--- config.mk ---
export PLATFORM = sky130hd
export DESIGN_NAME = sgmii_recovery_seq
export DESIGN_NICKNAME = d
export VERILOG_FILES = /design/src/rtl/sgrec_pkg.sv /design/src/rtl/sgrec_bus_master.sv /design/src/rtl/sgrec_timer.sv /design/src/rtl/sgmii_recovery_seq.sv
export SDC_FILE = /design/constraint.sdc
export NUM_CORES = 1
export LEC_CHECK = 0
export BUFFER_PORTS_ARGS = -buffer_cell sky130_fd_sc_hd__buf_2
export CAP_MARGIN = 20
export CORE_MARGIN = 4
export CORE_UTILIZATION = 50
export CTS_CLUSTER_SIZE = 16
export DETAILED_ROUTE_END_ITERATION = 10
export PLACE_DENSITY_LB_ADDON = 0.15
export REMOVE_ABC_BUFFERS = 1
export SLEW_MARGIN = 25
export SYNTH_ARGS = -nofsm -noshare
export SYNTH_HDL_FRONTEND = slang
export SYNTH_SLANG_ARGS = --single-unit
--- constraint.sdc ---
create_clock -name clk -period 1.9 [get_ports clk]
set_input_delay 0.095 -clock clk [delete_from_list [all_inputs] [get_ports clk]]
set_output_delay 0.095 -clock clk [all_outputs]
set_load 0.01 [all_outputs]
--- src/rtl/sgrec_pkg.sv ---
package sgrec_pkg;

  localparam logic [7:0] OFF_RESET  = 8'h14;
  localparam logic [7:0] OFF_ANCTL  = 8'h1C;
  localparam logic [7:0] OFF_ANSTAT = 8'h20;
  localparam logic [7:0] OFF_DEBUG  = 8'h58;

  localparam int unsigned ABILITY_BIT = 3;
  localparam int unsigned PHYRST_BIT  = 15;
  localparam int unsigned ANEN_BIT    = 12;
  localparam logic [7:0]  GOOD_TX_A   = 8'h0F;
  localparam logic [7:0]  GOOD_TX_B   = 8'h10;
  localparam int unsigned NUM_STAGES  = 5;

  // Release order of the active-low reset bits; the order itself is behaviour.
  function automatic int unsigned stage_bit(input int unsigned k);
    case (k)
      0:       return 4;
      1:       return 2;
      2:       return 3;
      3:       return 0;
      default: return 1;
    endcase
  endfunction

  function automatic longint unsigned dly_cycles(input longint unsigned us,
                                                 input longint unsigned hz,
                                                 input longint unsigned div);
    longint unsigned c;
    c = (us * hz) / 64'd1000000 / div;
    return (c == 0) ? 64'd1 : c;
  endfunction

  typedef enum logic [3:0] {
    S_IDLE, S_STAT_RD, S_CLR_WR, S_CLR_RB, S_WAIT,
    S_RMW_RD, S_RMW_WR, S_RMW_RB, S_DBG_RD
  } seq_state_t;

  typedef enum logic [1:0] {PH_PRE, PH_STAGE, PH_ASET, PH_ACLR} seq_phase_t;

endpackage

--- src/rtl/sgrec_bus_master.sv ---
module sgrec_bus_master #(
  parameter int AW = 8,
  parameter int DW = 32
) (
  input  logic          clk,
  input  logic          rst,
  input  logic          cmd_go,
  input  logic          cmd_write,
  input  logic [AW-1:0] cmd_addr,
  input  logic [DW-1:0] cmd_wdata,
  output logic          cmd_done,
  output logic [DW-1:0] cmd_rdata,
  output logic          bus_valid,
  output logic          bus_write,
  output logic [AW-1:0] bus_addr,
  output logic [DW-1:0] bus_wdata,
  input  logic          bus_ready,
  input  logic [DW-1:0] bus_rdata
);

  always_ff @(posedge clk) begin
    if (rst) begin
      bus_valid <= 1'b0;
      bus_write <= 1'b0;
      bus_addr  <= '0;
      bus_wdata <= '0;
      cmd_done  <= 1'b0;
      cmd_rdata <= '0;
    end else begin
      cmd_done <= 1'b0;
      if (bus_valid && bus_ready) begin
        bus_valid <= 1'b0;
        cmd_rdata <= bus_rdata;
        cmd_done  <= 1'b1;
      end else if (cmd_go && !bus_valid) begin
        bus_valid <= 1'b1;
        bus_write <= cmd_write;
        bus_addr  <= cmd_addr;
        bus_wdata <= cmd_wdata;
      end
    end
  end

  // request held stable until accepted
  assert_req_hold_R8: assert property (@(posedge clk) disable iff (rst)
    (bus_valid && !bus_ready) |=> (bus_valid && $stable(bus_addr) &&
                                   $stable(bus_wdata) && $stable(bus_write)));

  // sequencer never issues while a request is outstanding
  assert_single_outstanding_R8: assert property (@(posedge clk) disable iff (rst)
    bus_valid |-> !cmd_go);

endmodule

--- src/rtl/sgrec_timer.sv ---
module sgrec_timer #(
  parameter int CW = 16
) (
  input  logic          clk,
  input  logic          rst,
  input  logic          load,
  input  logic [CW-1:0] load_val,
  output logic          running,
  output logic          expired
);

  logic [CW-1:0] cnt;

  always_ff @(posedge clk) begin
    if (rst) begin
      cnt     <= '0;
      expired <= 1'b0;
    end else begin
      expired <= 1'b0;
      if (load) begin
        cnt <= load_val;
      end else if (cnt != '0) begin
        cnt <= cnt - 1'b1;
        if (cnt == CW'(1)) expired <= 1'b1;
      end
    end
  end

  assign running = (cnt != '0);

  // a delay is never restarted while one is running
  assert_no_reload_R7: assert property (@(posedge clk) disable iff (rst)
    load |-> (!running && load_val != '0));

endmodule

--- src/rtl/sgmii_recovery_seq.sv ---
module sgmii_recovery_seq #(
  parameter int unsigned CLK_HZ    = 125_000_000,
  parameter int unsigned DELAY_DIV = 1,
  parameter int unsigned MAX_RETRY = 20,
  parameter int          AW        = 8,
  localparam int ATT_W = $clog2(MAX_RETRY + 2)
) (
  input  logic             clk,
  input  logic             rst,
  input  logic             start,
  output logic             bus_valid,
  output logic             bus_write,
  output logic [AW-1:0]    bus_addr,
  output logic [31:0]      bus_wdata,
  input  logic             bus_ready,
  input  logic [31:0]      bus_rdata,
  output logic             busy,
  output logic             done,
  output logic             fail,
  output logic             skipped,
  output logic [ATT_W-1:0] attempts
);
  import sgrec_pkg::*;

  localparam int DW = 32;
  localparam longint unsigned T10  = dly_cycles(64'd10,     64'(CLK_HZ), 64'(DELAY_DIV));
  localparam longint unsigned T200 = dly_cycles(64'd200,    64'(CLK_HZ), 64'(DELAY_DIV));
  localparam longint unsigned T300 = dly_cycles(64'd300000, 64'(CLK_HZ), 64'(DELAY_DIV));
  localparam int CNT_W = $clog2(T300 + 1);
  localparam int MAX_ATT = MAX_RETRY + 1;
  localparam logic [DW-1:0] ASET_MASK = (DW'(1) << PHYRST_BIT) | (DW'(1) << ANEN_BIT);
  localparam logic [DW-1:0] ACLR_MASK = DW'(1) << PHYRST_BIT;

  seq_state_t      state;
  seq_phase_t      phase;
  logic            issued;
  logic [2:0]      stage_q;
  logic [DW-1:0]   rmw_mask;
  logic            rmw_set;

  logic            cmd_go, cmd_write, cmd_done;
  logic [AW-1:0]   cmd_addr, rmw_addr;
  logic [DW-1:0]   cmd_wdata, cmd_rdata;
  logic            tmr_load, tmr_running, tmr_exp;
  logic [CNT_W-1:0] tmr_val;
  logic [ATT_W-1:0] nxt_att;
  logic            tx_good;

  assign rmw_addr = (phase == PH_STAGE) ? AW'(OFF_RESET) : AW'(OFF_ANCTL);
  assign nxt_att  = attempts + 1'b1;
  assign tx_good  = (cmd_rdata[7:0] == GOOD_TX_A) || (cmd_rdata[7:0] == GOOD_TX_B);

  always_comb begin
    cmd_go    = 1'b0;
    cmd_write = 1'b0;
    cmd_addr  = '0;
    cmd_wdata = '0;
    tmr_load  = 1'b0;
    tmr_val   = CNT_W'(T10);
    case (state)
      S_STAT_RD: begin cmd_go = !issued; cmd_addr = AW'(OFF_ANSTAT); end
      S_CLR_WR:  begin cmd_go = !issued; cmd_write = 1'b1; cmd_addr = AW'(OFF_RESET); end
      S_CLR_RB:  begin cmd_go = !issued; cmd_addr = AW'(OFF_RESET); end
      S_RMW_RD:  begin cmd_go = !issued; cmd_addr = rmw_addr; end
      S_RMW_WR: begin
        cmd_go    = !issued;
        cmd_write = 1'b1;
        cmd_addr  = rmw_addr;
        cmd_wdata = rmw_set ? (cmd_rdata | rmw_mask) : (cmd_rdata & ~rmw_mask);
      end
      S_RMW_RB:  begin cmd_go = !issued; cmd_addr = rmw_addr; end
      S_DBG_RD:  begin cmd_go = !issued; cmd_addr = AW'(OFF_DEBUG); end
      S_WAIT: begin
        tmr_load = !issued;
        case (phase)
          PH_ASET: tmr_val = CNT_W'(T200);
          PH_ACLR: tmr_val = CNT_W'(T300);
          default: tmr_val = CNT_W'(T10);
        endcase
      end
      default: ;
    endcase
  end

  always_ff @(posedge clk) begin
    if (rst) begin
      state    <= S_IDLE;
      phase    <= PH_PRE;
      issued   <= 1'b0;
      stage_q  <= '0;
      rmw_mask <= '0;
      rmw_set  <= 1'b0;
      busy     <= 1'b0;
      done     <= 1'b0;
      fail     <= 1'b0;
      skipped  <= 1'b0;
      attempts <= '0;
    end else begin
      done <= 1'b0;
      if (state == S_IDLE) begin
        if (start) begin
          busy     <= 1'b1;
          fail     <= 1'b0;
          skipped  <= 1'b0;
          attempts <= '0;
          issued   <= 1'b0;
          state    <= S_STAT_RD;
        end
      end else if (!issued) begin
        issued <= 1'b1;
      end else if (state == S_WAIT) begin
        if (tmr_exp) begin
          issued <= 1'b0;
          state  <= S_RMW_RD;
          case (phase)
            PH_PRE: begin
              stage_q  <= '0;
              rmw_mask <= DW'(1) << stage_bit(0);
              rmw_set  <= 1'b1;
              phase    <= PH_STAGE;
            end
            PH_STAGE: begin
              if (stage_q == 3'(NUM_STAGES - 1)) begin
                rmw_mask <= ASET_MASK;
                rmw_set  <= 1'b1;
                phase    <= PH_ASET;
              end else begin
                stage_q  <= stage_q + 1'b1;
                rmw_mask <= DW'(1) << stage_bit(32'(stage_q) + 1);
              end
            end
            PH_ASET: begin
              rmw_mask <= ACLR_MASK;
              rmw_set  <= 1'b0;
              phase    <= PH_ACLR;
            end
            default: state <= S_DBG_RD;
          endcase
        end
      end else if (cmd_done) begin
        issued <= 1'b0;
        case (state)
          S_STAT_RD: begin
            if (!cmd_rdata[ABILITY_BIT]) begin
              skipped <= 1'b1;
              done    <= 1'b1;
              busy    <= 1'b0;
              state   <= S_IDLE;
            end else begin
              state <= S_CLR_WR;
            end
          end
          S_CLR_WR: state <= S_CLR_RB;
          S_CLR_RB: begin state <= S_WAIT; phase <= PH_PRE; end
          S_RMW_RD: state <= S_RMW_WR;
          S_RMW_WR: state <= S_RMW_RB;
          S_RMW_RB: state <= S_WAIT;
          S_DBG_RD: begin
            attempts <= nxt_att;
            if (tx_good || nxt_att == ATT_W'(MAX_ATT)) begin
              fail  <= !tx_good;
              done  <= 1'b1;
              busy  <= 1'b0;
              state <= S_IDLE;
            end else begin
              rmw_mask <= ASET_MASK;
              rmw_set  <= 1'b1;
              phase    <= PH_ASET;
              state    <= S_RMW_RD;
            end
          end
          default: state <= S_IDLE;
        endcase
      end
    end
  end

  sgrec_bus_master #(.AW(AW), .DW(DW)) u_bus (
    .clk(clk), .rst(rst),
    .cmd_go(cmd_go), .cmd_write(cmd_write), .cmd_addr(cmd_addr), .cmd_wdata(cmd_wdata),
    .cmd_done(cmd_done), .cmd_rdata(cmd_rdata),
    .bus_valid(bus_valid), .bus_write(bus_write), .bus_addr(bus_addr), .bus_wdata(bus_wdata),
    .bus_ready(bus_ready), .bus_rdata(bus_rdata)
  );

  sgrec_timer #(.CW(CNT_W)) u_tmr (
    .clk(clk), .rst(rst), .load(tmr_load), .load_val(tmr_val),
    .running(tmr_running), .expired(tmr_exp)
  );

  // completion is a single-cycle pulse
  assert_done_pulse_R10: assert property (@(posedge clk) disable iff (rst)
    done |=> !done);

  // failure only with the full attempt count
  assert_fail_count_R6: assert property (@(posedge clk) disable iff (rst)
    fail |-> (attempts == ATT_W'(MAX_ATT) && !skipped));

  // attempt counter never passes the limit
  assert_att_bound_R6: assert property (@(posedge clk) disable iff (rst)
    attempts <= ATT_W'(MAX_ATT));

  // a skipped run made no attempts
  assert_skip_no_att_R1: assert property (@(posedge clk) disable iff (rst)
    skipped |-> (attempts == '0));

  // bus stays quiet while a delay runs
  assert_quiet_delay_R7: assert property (@(posedge clk) disable iff (rst)
    tmr_running |-> !bus_valid);

endmodule

== After elaboration in Yosys (flattened, before gate mapping) ==
Index checks and enable logic that the tools add are counted.

* $add $sub $neg: 4
* Multiply operators: 0
* Div/mod/pow operators: 0
* Order comparisons: 0
* Equal/unequal tests: 31
* Shift-type cells: 1
* Mux-type cells: 89
* Bitwise operators: 8
* Reduce and logical (&&, ||, !) cells: 42

{| class="wikitable"
|+ Operators by type and width
! kind !! number
|-
| $mux W32 || 15
|-
| $pmux W32 S3 || 1
|-
| $mux W26 || 3
|-
| $pmux W26 S2 || 1
|-
| $mux W1 || 38
|-
| $and A32 B32 Y32 || 1
|-
| $logic_not A32 Y1 || 1
|-
| $mux W4 || 8
|-
| $not A32 Y32 || 1
|-
| $or A32 B32 Y32 || 1
|-
| $shl A1 B32 Y32 const A || 1
|-
| $mux W5 || 6
|-
| $pmux W7 S4 || 1
|-
| $eq A26 B1 Y1 const B || 1
|-
| $reduce_bool A26 Y1 || 1
|-
| $sub A26 B1 Y26 const B || 1
|-
| $pmux W4 S6 || 1
|-
| $reduce_and A6 Y1 || 3
|-
| $reduce_bool A2 Y1 || 9
|-
| $eq A4 B2 Y1 const B || 4
|-
| $eq A4 B3 Y1 const B || 4
|-
| $reduce_and A8 Y1 || 2
|-
| $reduce_and A7 Y1 || 2
|-
| $mux W2 || 6
|-
| 37 further kinds || 63
|}

* Register bits: 154
* Latch bits: 0
* Bits in writable memories: 0
* ROM bits: 0
* Input bits: 36
* Word-level logic and storage cells: 194
* Memories: 0

== Longest topological paths before layout ==
Gate-level depths: netlist of run 1.

* Word-level depth: 15
* Gate-level depth with buffers: 10
* Mapped depth without buffers: 8

== Modules after synthesis ==
A second synthesis of run 1 with hierarchy kept.

* Cells, all modules: 803
* Area, all modules: 7,179.4 um^2

{| class="wikitable"
|+ Modules (own cells, without submodules)
! module !! instances !! cells each !! area each (um^2)
|-
| sgrec_bus_master || 1 || 338 || 3,443.3
|-
| sgmii_recovery_seq || 1 || 287 || 2,195.9
|-
| sgrec_timer || 1 || 178 || 1,540.2
|}

== Worst setup path before layout of run 1 ==
Ideal clock, no wire load.

* Path kind: reg-to-reg
* From: reg state[2]
* To: reg rmw_mask[4]
* Data arrival time: 1.983 ns
* Setup slack: -0.201 ns
* Cell stages (with the launch flop): 10
* Buffers on the path: 3
* Period minus slack after synthesis: 2.101 ns
* Path through: dfxtp_1 buf_2 nor4b_4 and3_1 buf_2 or2_1 buf_2 a21boi_2 nand2_1 a32o_1

* Longest elaborated chain between the ends: 3
* Elaborated cells on any way between the ends: 11

{| class="wikitable"
|+ RTL lines
! what !! RTL line !! text
|-
| start, declared || sgmii_recovery_seq.sv:34 || <nowiki>seq_state_t state;</nowiki>
|-
| start signal, assigned || sgmii_recovery_seq.sv:87 || <nowiki>state <= S_IDLE;</nowiki>
|-
| start signal, assigned || sgmii_recovery_seq.sv:107 || <nowiki>state <= S_STAT_RD;</nowiki>
|-
| start signal, assigned || sgmii_recovery_seq.sv:114 || <nowiki>state <= S_RMW_RD;</nowiki>
|-
| $eq A4 B3 Y1, or another cell as far along || sgmii_recovery_seq.sv:111 || <nowiki>end else if (state == S_WAIT) begin</nowiki>
|-
| $ne A4 B2 Y1 (no source line), or another cell as far along || -- ||
|-
| $reduce_and A7 Y1 (no source line) || -- ||
|-
| end signal, assigned || sgmii_recovery_seq.sv:118 || <nowiki>rmw_mask <= DW'(1) << stage_bit(0);</nowiki>
|-
| end signal, assigned || sgmii_recovery_seq.sv:129 || <nowiki>rmw_mask <= DW'(1) << stage_bit(32'(stage_q) + 1);</nowiki>
|-
| end, declared || sgmii_recovery_seq.sv:38 || <nowiki>logic [DW-1:0] rmw_mask;</nowiki>
|}

Parallel ways exist; a longest one is shown, timed or not.
A chain may end at the register's enable or synchronous reset.

== Final worst setup path of run 1 ==
* From: reg u_tmr.cnt[9]
* To: reg u_tmr.cnt[23]

* Longest elaborated chain between the ends: 3
* Elaborated cells on any way between the ends: 5

{| class="wikitable"
|+ RTL lines
! what !! RTL line !! text
|-
| start, declared || sgrec_timer.sv:12 || <nowiki>logic [CW-1:0] cnt;</nowiki>
|-
| start signal, assigned || sgrec_timer.sv:21 || <nowiki>cnt <= load_val;</nowiki>
|-
| start signal, assigned || sgrec_timer.sv:23 || <nowiki>cnt <= cnt - 1'b1;</nowiki>
|-
| $sub A26 B1 Y26 || sgrec_timer.sv:23 ||
|-
| $mux W26 || sgrec_timer.sv:22 || <nowiki>end else if (cnt != '0) begin</nowiki>
|-
| $mux W26 || sgrec_timer.sv:20 || <nowiki>if (load) begin</nowiki>
|}

Parallel ways exist; a longest one is shown, timed or not. The select of a mux whose other input is x is not followed.

==> results of run 1 <==
critical path: stages (launching register included):
cell and delay (ns):
dfxtp_2 0.32, or4_4 0.55, nor4_4 0.16, buf_4 0.18, nand2_4 0.06, or4b_4 0.48
xor2_1 0.14, nor2_1 0.05
routing by layer:
metal | vias up | part of all wire | track usage
li1 | 2678 | - | -
met1 | 2732 | 0.42 | 0.311
met2 | 194 | 0.50 | 0.402
met3 | 37 | 0.054 | 0.0637
met4 | 0 | 0.024 | 0.104
met5 | - | 0 | 0
per-stage QoR:
| step | setup slack (ns) | area (um2) |
|---|---|---|
| 2_1_floorplan | -2.15 | 5430 |
| 3_3_place_gp | -0.194 | 6770 |
| 3_5_place_dp | -0.239 | 6770 |
| 4_1_cts | -0.151 | 7870 |
| 5_1_grt | -0.245 | 8200 |
| 6_report | -0.160 | 8200 |
power by group through the flow:
stage | registers (mW) | logic, mW | clock network [mW]
after floorplan | 3.08 | 1.07 | 0
after global placement | 3.06 | 1.83 | 0
after detailed placement | 3.06 | 1.89 | 0
after CTS | 3.02 | 2.21 | 3.14
after global routing | 3.05 | 2.88 | 3.25
final | 3.03 | 2.66 | 3.10
state kept, by name, indices dropped and copies added, names as in the netlist:
name / count
attempts: 5
u_bus.cmd_rdata: 32
fail: 1
u_tmr.expired: 1
issued: 1
busy: 1
stage_q: 3
rmw_set: 1
u_bus.bus_addr: 5
u_tmr.cnt: 26
skipped: 1
phase: 2
u_bus.cmd_done: 1
u_bus.bus_valid: 1
rmw_mask: 10
u_bus.bus_write: 1
state: 4
done: 1
u_bus.bus_wdata: 32
cells in the mapped netlist, types with 4 or more instances:
cell      instances
or4_1            10
xnor2_1           6
or4b_1            4
nand4_1           6
buf_2            11
xor2_1           15
nand3_1          32
o21ai_0          11
a211oi_1          4
nor2_1           55
and2_1            4
a311oi_1          4
ha_1             14
a22o_1           34
nor2b_1           4
dfxtp_1         129
or3_1             8
nor3_1           24
a21oi_1          66
mux2i_1          17
o21ai_1          10
inv_1            12
nand2_1          54
nor4_1            5
clkbuf_1         29
path summary, 6_finish.rpt:
check	to	cells past startpoint	slack, ns
setup / recovery	u_tmr.cnt[23]$_SDFFE_PP0P_	7	-0.16
hold / removal	issued$_SDFFE_PP0N_	4	0.06
setup reg to reg	u_tmr.cnt[23]$_SDFFE_PP0P_	7	-0.16
hold reg to reg	u_bus.bus_wdata[30]$_SDFFE_PP0P_	2	0.45
cells by family (layout without fill, tap and decap cells):
logic type / count (synthesis) / in the layout / synth area share
buffers and inverters: 59 / 280 / 0.0452
multiplexers: 17 / 17 / 0.0303
flip-flops: 129 / 129 / 0.459
other: 1 / 3 / 0.000667
AND/OR/NAND/NOR: 234 / 234 / 0.221
XOR/XNOR: 21 / 21 / 0.0327
adder cells (fa/ha/maj): 14 / 14 / 0.0312
AO/OA/AOI/OAI: 155 / 155 / 0.179
layout make-up:
type,count,area (um2)
Clock buffer,23,488
Clock inverter,8,80.1
Fill cell,735,2740
Inverter,13,48.8
Multi-Input combinational cell,444,3090
Sequential cell,129,2600
Tap cell,140,175
Timing Repair Buffer,236,1720
what timing repair did:
item,in CTS,in global routing
setup buffers,10,12
hold endpoints to repair,33,0
hold buffers,33,0
endpoints found under the setup margin,52,70
gates cloned,0,3
pin swaps,22,33
resized for setup,39,50
==> results.py, run 1 <==
metrics = {
    "status": {
        "status": "finished, violations left",
        "violations": "negative setup slack",
    },
    "synth": {
        "ys_types": 62,
        "post-synth-top-area-fraction": 0.459,
        "synth_edf_count": 0,
        "synth_ff_type": "dfxtp_1",
        "syn_inst": 630,
        "synth_top_area_cell": "dfxtp_1",
        "avgSynthCellArea_um2": 8.93,
        "syn_area_mm2": 0.00562,
        "ys_warn_count": 0,
        "synth_area_leaders": "dfxtp_1 46%, a21oi_1 5.9%, a22o_1 5.3%, nor2_1 3.7%, nand2_1 3.6%",
        "yosysSeqAreaShare": 0.459,
        "synth_async_sr_flop_share": 0,
        "synth-seq-cells": 129,
    },
    "clock_tree": {
        "cts.sinks": 129,
        "clockBufferDepth": 2,
        "h-tree-depth": 4,
        "root_buffer": "clkbuf_16",
        "cts_buffers": 17,
        "cts_tree": "done",
        "clk_latency_ns": 0.42,
        "clkTransAtPathRegs_ns": 0.06,
    },
    "power_and_ir_drop": {
        "p_comb_frac": 0.303,
        "power_mw": 8.78,
        "p_sw_frac": 0.293,
        "p_int_mw": 6.21,
        "ir_drop_uv": 732,
        "p_sw_mw": 2.57,
        "pwr-share-clk": 0.353,
        "seq_power_share": 0.345,
        "p_per_area_mw_per_mm2": 1070,
        "p_leak_nw": 3.49,
    },
    "min_path": {
        "hold_path.class": "input port to register",
        "min_from": "start",
    },
    "floorplanning": {
        "io_pins": 87,
        "die_w_um": 114,
        "die_area_mm2": 0.0130,
        "core_area_mm2": 0.0109,
        "rows": 38,
        "die_h_um": 114,
        "start_util": 0.514,
    },
    "route": {
        "viasPerCell": 5.68,
        "drc_errors": 0,
        "wl_per_cell_um": 16.7,
        "num_vias": 5641,
        "wirelength_um": 16600,
        "ant_nets": 0,
        "drt_iter0_drc": 312,
        "first_pass_iters": 5,
    },
    "sta": {
        "skew_ns": 0.00673,
        "fin_ws_ns": -0.160,
        "maxSlewViolCount": 0,
        "fin_crit_sh": 1.08,
        "setup_violations": 32,
        "hold_slack_ns": 0.0633,
        "fmax_mhz": 485,
        "post-route-min-period_ns": 2.06,
        "hold_viol": 0,
        "tns_ns": -2.12,
        "rsz0062_at_grt": "true",
    },
    "setup_path": {
        "reg2reg_from": "u_tmr.cnt[9]$_SDFFE_PP0P_",
        "crit_fanout": 5,
        "startpoint": "u_tmr.cnt[9]$_SDFFE_PP0P_",
        "critPathLaunchType": "register",
        "worstPathArrival_ns": 2.36,
        "worst_setup_path_end_kind": "register",
        "critPathKind": "register to register",
        "crit_required_ns": 2.20,
    },
    "flow_run": {
        "drv_cap": 0,
    },
    "placement": {
        "io_buffers": 83,
        "dpl.cell_count": 904,
        "place_congestion": 0.886,
        "dp_hpwl_um": 10400,
    },
    "finish": {
        "syn_to_final_growth_pct": 45.8,
        "diodes": 0,
        "fin_cells": 993,
        "drive_above_1_share": 0.356,
        "postLayoutCoreUtil": 0.750,
        "layout_commonest_cell": "dfxtp_1",
        "fin_nets": 891,
        "layout_common_cells": "120 x dfxtp_1, 106 x buf_4, 84 x buf_2",
    },
    "grt": {
        "grt_max_degree": 34,
        "grt_pass1_wl_um": 25800,
        "grt_usage": 0.247,
        "grt_pass1_vias": 5363,
        "antenna_found_initial": 0,
        "grt_overflow": 0,
    },
}
No activity file was read; power rests on OpenSTA's default activity.
==> run 2, diff against run 1 <==
Settings changed: CTS_BUF_LIST set to sky130_fd_sc_hd__clkbuf_8.
==> run 2 against run 1 <==
The run still ends with negative setup slack left. Sequential cell count stayed put. Total power fell by 7.7%. Worst hold slack better by 0.068 ns. Non-clock buffer count rose by 4. Largest cell class unchanged.
==> results.py, run 2 (synthesis results as in run 1) <==
metrics = {
    "clock_tree": {
        "cts_tree": "done",
        "cts.sinks": 129,
        "clockBufferDepth": 2,
        "clk_latency_ns": 0.45,
        "root_buffer": "clkbuf_8",
        "h-tree-depth": 4,
        "clkTransAtPathRegs_ns": 0.07,
        "cts_buffers": 17,
    },
    "finish": {
        "layout_commonest_cell": "dfxtp_1",
        "layout_common_cells": "119 x dfxtp_1, 107 x buf_4, 84 x buf_2",
        "syn_to_final_growth_pct": 44.5,
        "fin_nets": 895,
        "nFillCells": 760,
        "reg_top3": "u_bus.bus_wdata: 32 flops, u_bus.cmd_rdata: 32 flops, u_tmr.cnt: 26 flops",
        "diodes": 0,
        "drive_above_1_share": 0.368,
    },
    "floorplanning": {
        "die_w_um": 114,
        "rows": 38,
        "io_pins": 87,
        "core_area_mm2": 0.0109,
        "die_area_mm2": 0.0130,
        "die_h_um": 114,
        "start_util": 0.514,
    },
    "grt": {
        "grt_usage": 0.247,
        "grt_pass1_wl_um": 25900,
        "grt_overflow": 0,
        "grt_max_degree": 34,
        "antenna_found_initial": 1,
        "grt_pass1_vias": 5488,
    },
    "placement": {
        "io_buffers": 83,
        "place_congestion": 0.886,
        "dp_hpwl_um": 10400,
        "dp_slack_ns": -0.239,
    },
    "setup_path": {
        "worstPathArrival_ns": 2.42,
        "crit_chain": "or4_4 > nor4_4 > buf_4 > nand2_4 > or4b_4 > xor2_1 > nor2_1",
        "crit_buf_inv": 1,
        "slowest_delay_ns": 0.55,
        "crit_required_ns": 2.24,
        "worstSetupPathDepth": 7,
        "critPathKind": "register to register",
        "critPathLaunchType": "register",
        "reg2regPathDepth": 7,
        "reg2reg_from": "u_tmr.cnt[9]$_SDFFE_PP0P_",
        "rrSetupSlack_ns": -0.18,
        "path_delay_family": "simple AND/OR/NAND/NOR gates",
        "crit_fanout": 5,
        "worst_setup_path_end_kind": "register",
        "reg2reg_to": "u_tmr.cnt[23]$_SDFFE_PP0P_",
        "slowest_stage": "or4_4",
    },
    "power_and_ir_drop": {
        "p_leak_nw": 3.45,
        "power_mw": 8.11,
        "ir_drop_uv": 680,
        "p_per_area_mw_per_mm2": 998,
    },
    "sta": {
        "fin_ws_ns": -0.178,
        "maxSlewViolCount": 0,
        "skew_ns": 0.0133,
        "post-route-min-period_ns": 2.08,
        "hold_viol": 0,
        "setup_violations": 29,
        "fmax_mhz": 481,
        "fin_crit_sh": 1.09,
        "rsz0062_at_grt": "true",
    },
    "route": {
        "drc_errors": 0,
        "drt_iter0_drc": 416,
        "wl_met2_um": 8110,
        "num_vias": 5633,
        "ant_nets": 0,
        "wl_per_cell_um": 16.6,
        "wirelength_um": 16600,
        "drt-met1-wl_um": 6990,
        "dr.max_layer_used": "met5",
        "met3_wirelength_um": 1070,
        "first_pass_iters": 5,
        "viasPerCell": 5.65,
    },
    "min_path": {
        "min_to": "u_bus.cmd_done$_SDFF_PP0_",
        "hold_path.class": "input port to register",
        "hold_depth": 3,
        "min_from": "rst",
    },
    "flow_run": {
        "drv_cap": 0,
    },
    "status": {
        "violations": "negative setup slack",
        "status": "finished, violations left",
    },
}
==> run 2: how the worst max path moves through the flow <==
| stage | from | to | slack [ns] |
|---|---|---|---|
| floorplan | state[0]$_SDFFE_PP0P_ | u_bus.bus_wdata[0]$_SDFFE_PP0P_ | -2.15 |
| global placement | u_tmr.cnt[9]$_SDFFE_PP0P_ | u_tmr.cnt[23]$_SDFFE_PP0P_ | -0.19 |
| detailed placement | u_tmr.cnt[9]$_SDFFE_PP0P_ | u_tmr.cnt[23]$_SDFFE_PP0P_ | -0.24 |
| CTS | u_tmr.cnt[9]$_SDFFE_PP0P_ | u_tmr.cnt[23]$_SDFFE_PP0P_ | -0.15 |
| global route | u_tmr.cnt[9]$_SDFFE_PP0P_ | u_tmr.cnt[23]$_SDFFE_PP0P_ | -0.27 |
| finish | u_tmr.cnt[9]$_SDFFE_PP0P_ | u_tmr.cnt[23]$_SDFFE_PP0P_ | -0.18 |
==> run 2: stage by stage <==
| step | hold slack, ns | area [um2] | utilization | instances | TNS, ns |
|---|---|---|---|---|---|
| after global placement | 0.307 | 6770 | 0.619 | 904 | -3.08 |
| after detailed placement | 0.308 | 6770 | 0.619 | 904 | -4.80 |
| after global routing | 0.127 | 8130 | 0.743 | 997 | -5.48 |
| final | 0.131 | 8130 | 0.743 | 997 | -2.42 |
| after floorplan | 0.164 | 5430 | - | 586 | -79.63 |
| after CTS | 0.0984 | 7750 | 0.709 | 986 | -1.25 |
==> run 2: area by class of cell <==
class | instances | area [um2] | area share
clock buffer | 21 | 289 | 0.0356
clock inverter | 10 | 87.6 | 0.0108
inverter | 13 | 48.8 | 0.00600
multi-input combinational | 444 | 3170 | 0.390
sequential | 129 | 2600 | 0.320
tap | 140 | 175 | 0.0216
timing repair buffer | 240 | 1760 | 0.216
==> run 2: worst register-to-register path, stage by stage (launching register included) <==
cell,delay [ns]
dfxtp_2,0.32
or4_4,0.55
nor4_4,0.17
buf_4,0.19
nand2_4,0.06
or4b_4,0.48
xor2_1,0.14
nor2_1,0.05
==> run 2: report_power, final <==
part	leakage, nW	internal [mW]	switching [mW]
Sequential	1.05	2.89	0.136
Clock	0.192	1.15	1.07
Combinational	2.20	1.50	1.37
Total	3.45	5.54	2.57
==> run 2: what timing repair did <==
item	in CTS	in global routing
setup buffers	17	9
hold buffers	34	0
endpoints found under the hold margin	34	0
gates cloned	0	3
pin swaps	22	39
resized for setup	41	63
setup endpoints to repair	39	84
==> run 2: layer usage <==
layer,vias up,track usage
li1,2694,-
met1,2691,0.306
met2,206,0.398
met3,40,0.0780
met4,2,0.101
met5,-,0
==> run 3, diff against run 2 <==
Settings changed: GPL_TIMING_DRIVEN set to 0.
==> run 3 against run 2 <==
Clock power decreased by 5%. The flow still finishes with violations (negative setup slack). Routed wire length increased by 5.0%. Global-route usage decreased by 0.55 points. Cell count decreased by 4.1%. Critical path type unchanged. Combinational power decreased by 3%. Clock skew decreased by 0.0029 ns. Sequential cell count unchanged. Maximum frequency decreased by 2.5%. Worst setup slack got worse by 0.054 ns.
==> results.py, run 3 (synthesis results as in run 1) <==
metrics = {
    "power_and_ir_drop": {
        "ir_drop_uv": 637,
        "p_leak_nw": 3.26,
        "power_mw": 7.96,
        "p_per_area_mw_per_mm2": 1000,
    },
    "sta": {
        "setup_violations": 40,
        "post-route-min-period_ns": 2.13,
        "slew_headroom": 0.430,
        "hold_slack_ns": 0.0226,
        "tightest_slew_ns": 0.855,
        "fin_ws_ns": -0.232,
        "fin_crit_sh": 1.12,
        "rsz0062_at_grt": "true",
        "tns_ns": -4.37,
        "skew_ns": 0.0104,
        "maxSlewViolCount": 0,
        "fmax_mhz": 469,
        "hold_viol": 0,
    },
    "clock_tree": {
        "clockBufferDepth": 2,
        "h-tree-depth": 4,
        "cts_tree": "done",
        "clk_latency_ns": 0.46,
        "root_buffer": "clkbuf_8",
        "cts.sinks": 129,
        "cts_buffers": 17,
        "clkTransAtPathRegs_ns": 0.08,
    },
    "grt": {
        "grt_pass1_vias": 5178,
        "grt_pass1_wl_um": 25300,
        "grt_max_degree": 75,
        "grt_usage": 0.241,
        "grt_overflow": 0,
        "antenna_found_initial": 0,
    },
    "route": {
        "first_pass_iters": 6,
        "drt_iter0_drc": 474,
        "wirelength_um": 17400,
        "ant_nets": 0,
        "wl_per_cell_um": 18.2,
        "viasPerCell": 5.90,
        "num_vias": 5644,
        "drc_errors": 0,
    },
    "setup_path": {
        "reg2reg_from": "u_tmr.cnt[19]$_SDFFE_PP0P_",
        "worstPathArrival_ns": 2.48,
        "slowest_stage": "or4_4",
        "reg2regPathDepth": 5,
        "critPathKind": "register to register",
        "critPathLaunchType": "register",
        "reg2reg_to": "u_tmr.cnt[23]$_SDFFE_PP0P_",
        "crit_required_ns": 2.24,
        "worst_setup_path_end_kind": "register",
        "slowest_delay_ns": 0.55,
        "endpoint": "u_tmr.cnt[23]$_SDFFE_PP0P_",
        "rrSetupSlack_ns": -0.23,
        "crit_chain": "or4_4 > or3_1 > or4b_4 > xor2_1 > nor2_1",
        "crit_fanout": 2,
        "startpoint": "u_tmr.cnt[19]$_SDFFE_PP0P_",
    },
    "placement": {
        "place_congestion": 0.851,
        "dp_hpwl_um": 8900,
        "io_buffers": 83,
    },
    "finish": {
        "syn_to_final_growth_pct": 41.2,
        "drive_above_1_share": 0.365,
        "diodes": 0,
        "fin_nets": 853,
        "layout_common_cells": "114 x dfxtp_1, 85 x buf_2, 59 x a21oi_1",
        "layout_commonest_cell": "dfxtp_1",
        "reg_top3": "u_bus.bus_wdata: 32 flops, u_bus.cmd_rdata: 32 flops, u_tmr.cnt: 26 flops",
        "postLayoutCoreUtil": 0.726,
    },
    "floorplanning": {
        "die_w_um": 114,
        "core_area_mm2": 0.0109,
        "rows": 38,
        "start_util": 0.514,
        "die_area_mm2": 0.0130,
        "die_h_um": 114,
        "io_pins": 87,
    },
    "min_path": {
        "hold_path.class": "input port to register",
    },
    "status": {
        "violations": "negative setup slack",
        "status": "finished, violations left",
    },
    "flow_run": {
        "drv_cap": 0,
    },
}
run 3: cell count changes in the layout (fill, tap and decap cells not counted), moves of 5 or more:
cell | previous run | this run
buf_4 | 107 | 54
buf_6 | 12 | 19
dfxtp_4 | 1 | 7
clkinv_2 | 2 | 7
dfxtp_1 | 119 | 114
nand2_2 | 5 | 10
run 3: where the power goes:
| part | internal (mW) | switching [mW] | total (mW) |
|---|---|---|---|
| registers | 2.88 | 0.198 | 3.08 |
| logic | 1.40 | 1.39 | 2.78 |
| clock network | 0.964 | 1.14 | 2.10 |
run 3: cell type report:
class | count | area (um2)
Tap cell | 140 | 175
Multi-Input combinational cell | 447 | 3310
Timing Repair Buffer | 195 | 1440
Clock buffer | 19 | 262
Sequential cell | 129 | 2620
Inverter | 13 | 50.0
Clock inverter | 13 | 88.8
Fill cell | 789 | 3000
run 3: worst min-delay path by stage:
stage / startpoint / to / slack, ns / depth (start not counted)
after floorplan: rst / attempts[2]$_SDFFE_PP0P_ / 0.16 / 1
after global placement: bus_rdata[31] / u_bus.cmd_rdata[31]$_SDFFE_PP0P_ / 0.31 / 2
after detailed placement: bus_rdata[11] / u_bus.cmd_rdata[11]$_SDFFE_PP0P_ / 0.31 / 2
after CTS: start / issued$_SDFFE_PP0N_ / 0.003 / 4
after global routing: start / issued$_SDFFE_PP0N_ / 0.04 / 4
final: start / issued$_SDFFE_PP0N_ / 0.02 / 4
run 3: repair_timing:
action | CTS | global route
resized for setup | 90 | 56
cloned | 1 | 4
pin swaps | 35 | 39
hold buffers | 32 | 0
endpoints found under the hold margin | 32 | 0
endpoints found under the setup margin | 89 | 79
setup buffers | 42 | 29
run 3: through the flow:
step | instance area [um2] | std cells | setup WS (ns)
CTS | 7470 | 923 | -0.192
global route | 7940 | 956 | -0.291
floorplan | 5430 | 586 | -2.15
global placement | 6020 | 809 | -3.98
finish | 7940 | 956 | -0.232
detailed placement | 6130 | 816 | -0.869
run 3: worst max-delay path, delay by kind of cell, from the launching register on:
| kind | cells | cell delay (ns) |
|---|---|---|
| and+or+nand+nor | 4 | 1.55 |
| DFF | 1 | 0.33 |
| xor gates and xnor gates | 1 | 0.15 |
run 3: per-layer routing:
metal | up-vias | GRT usage | part of all wire
li1 | 2628 | - | -
met5 | - | 0 | 0
met3 | 51 | 0.0573 | 0.055
met2 | 216 | 0.403 | 0.50
met1 | 2749 | 0.295 | 0.41
met4 | 0 | 0.108 | 0.036
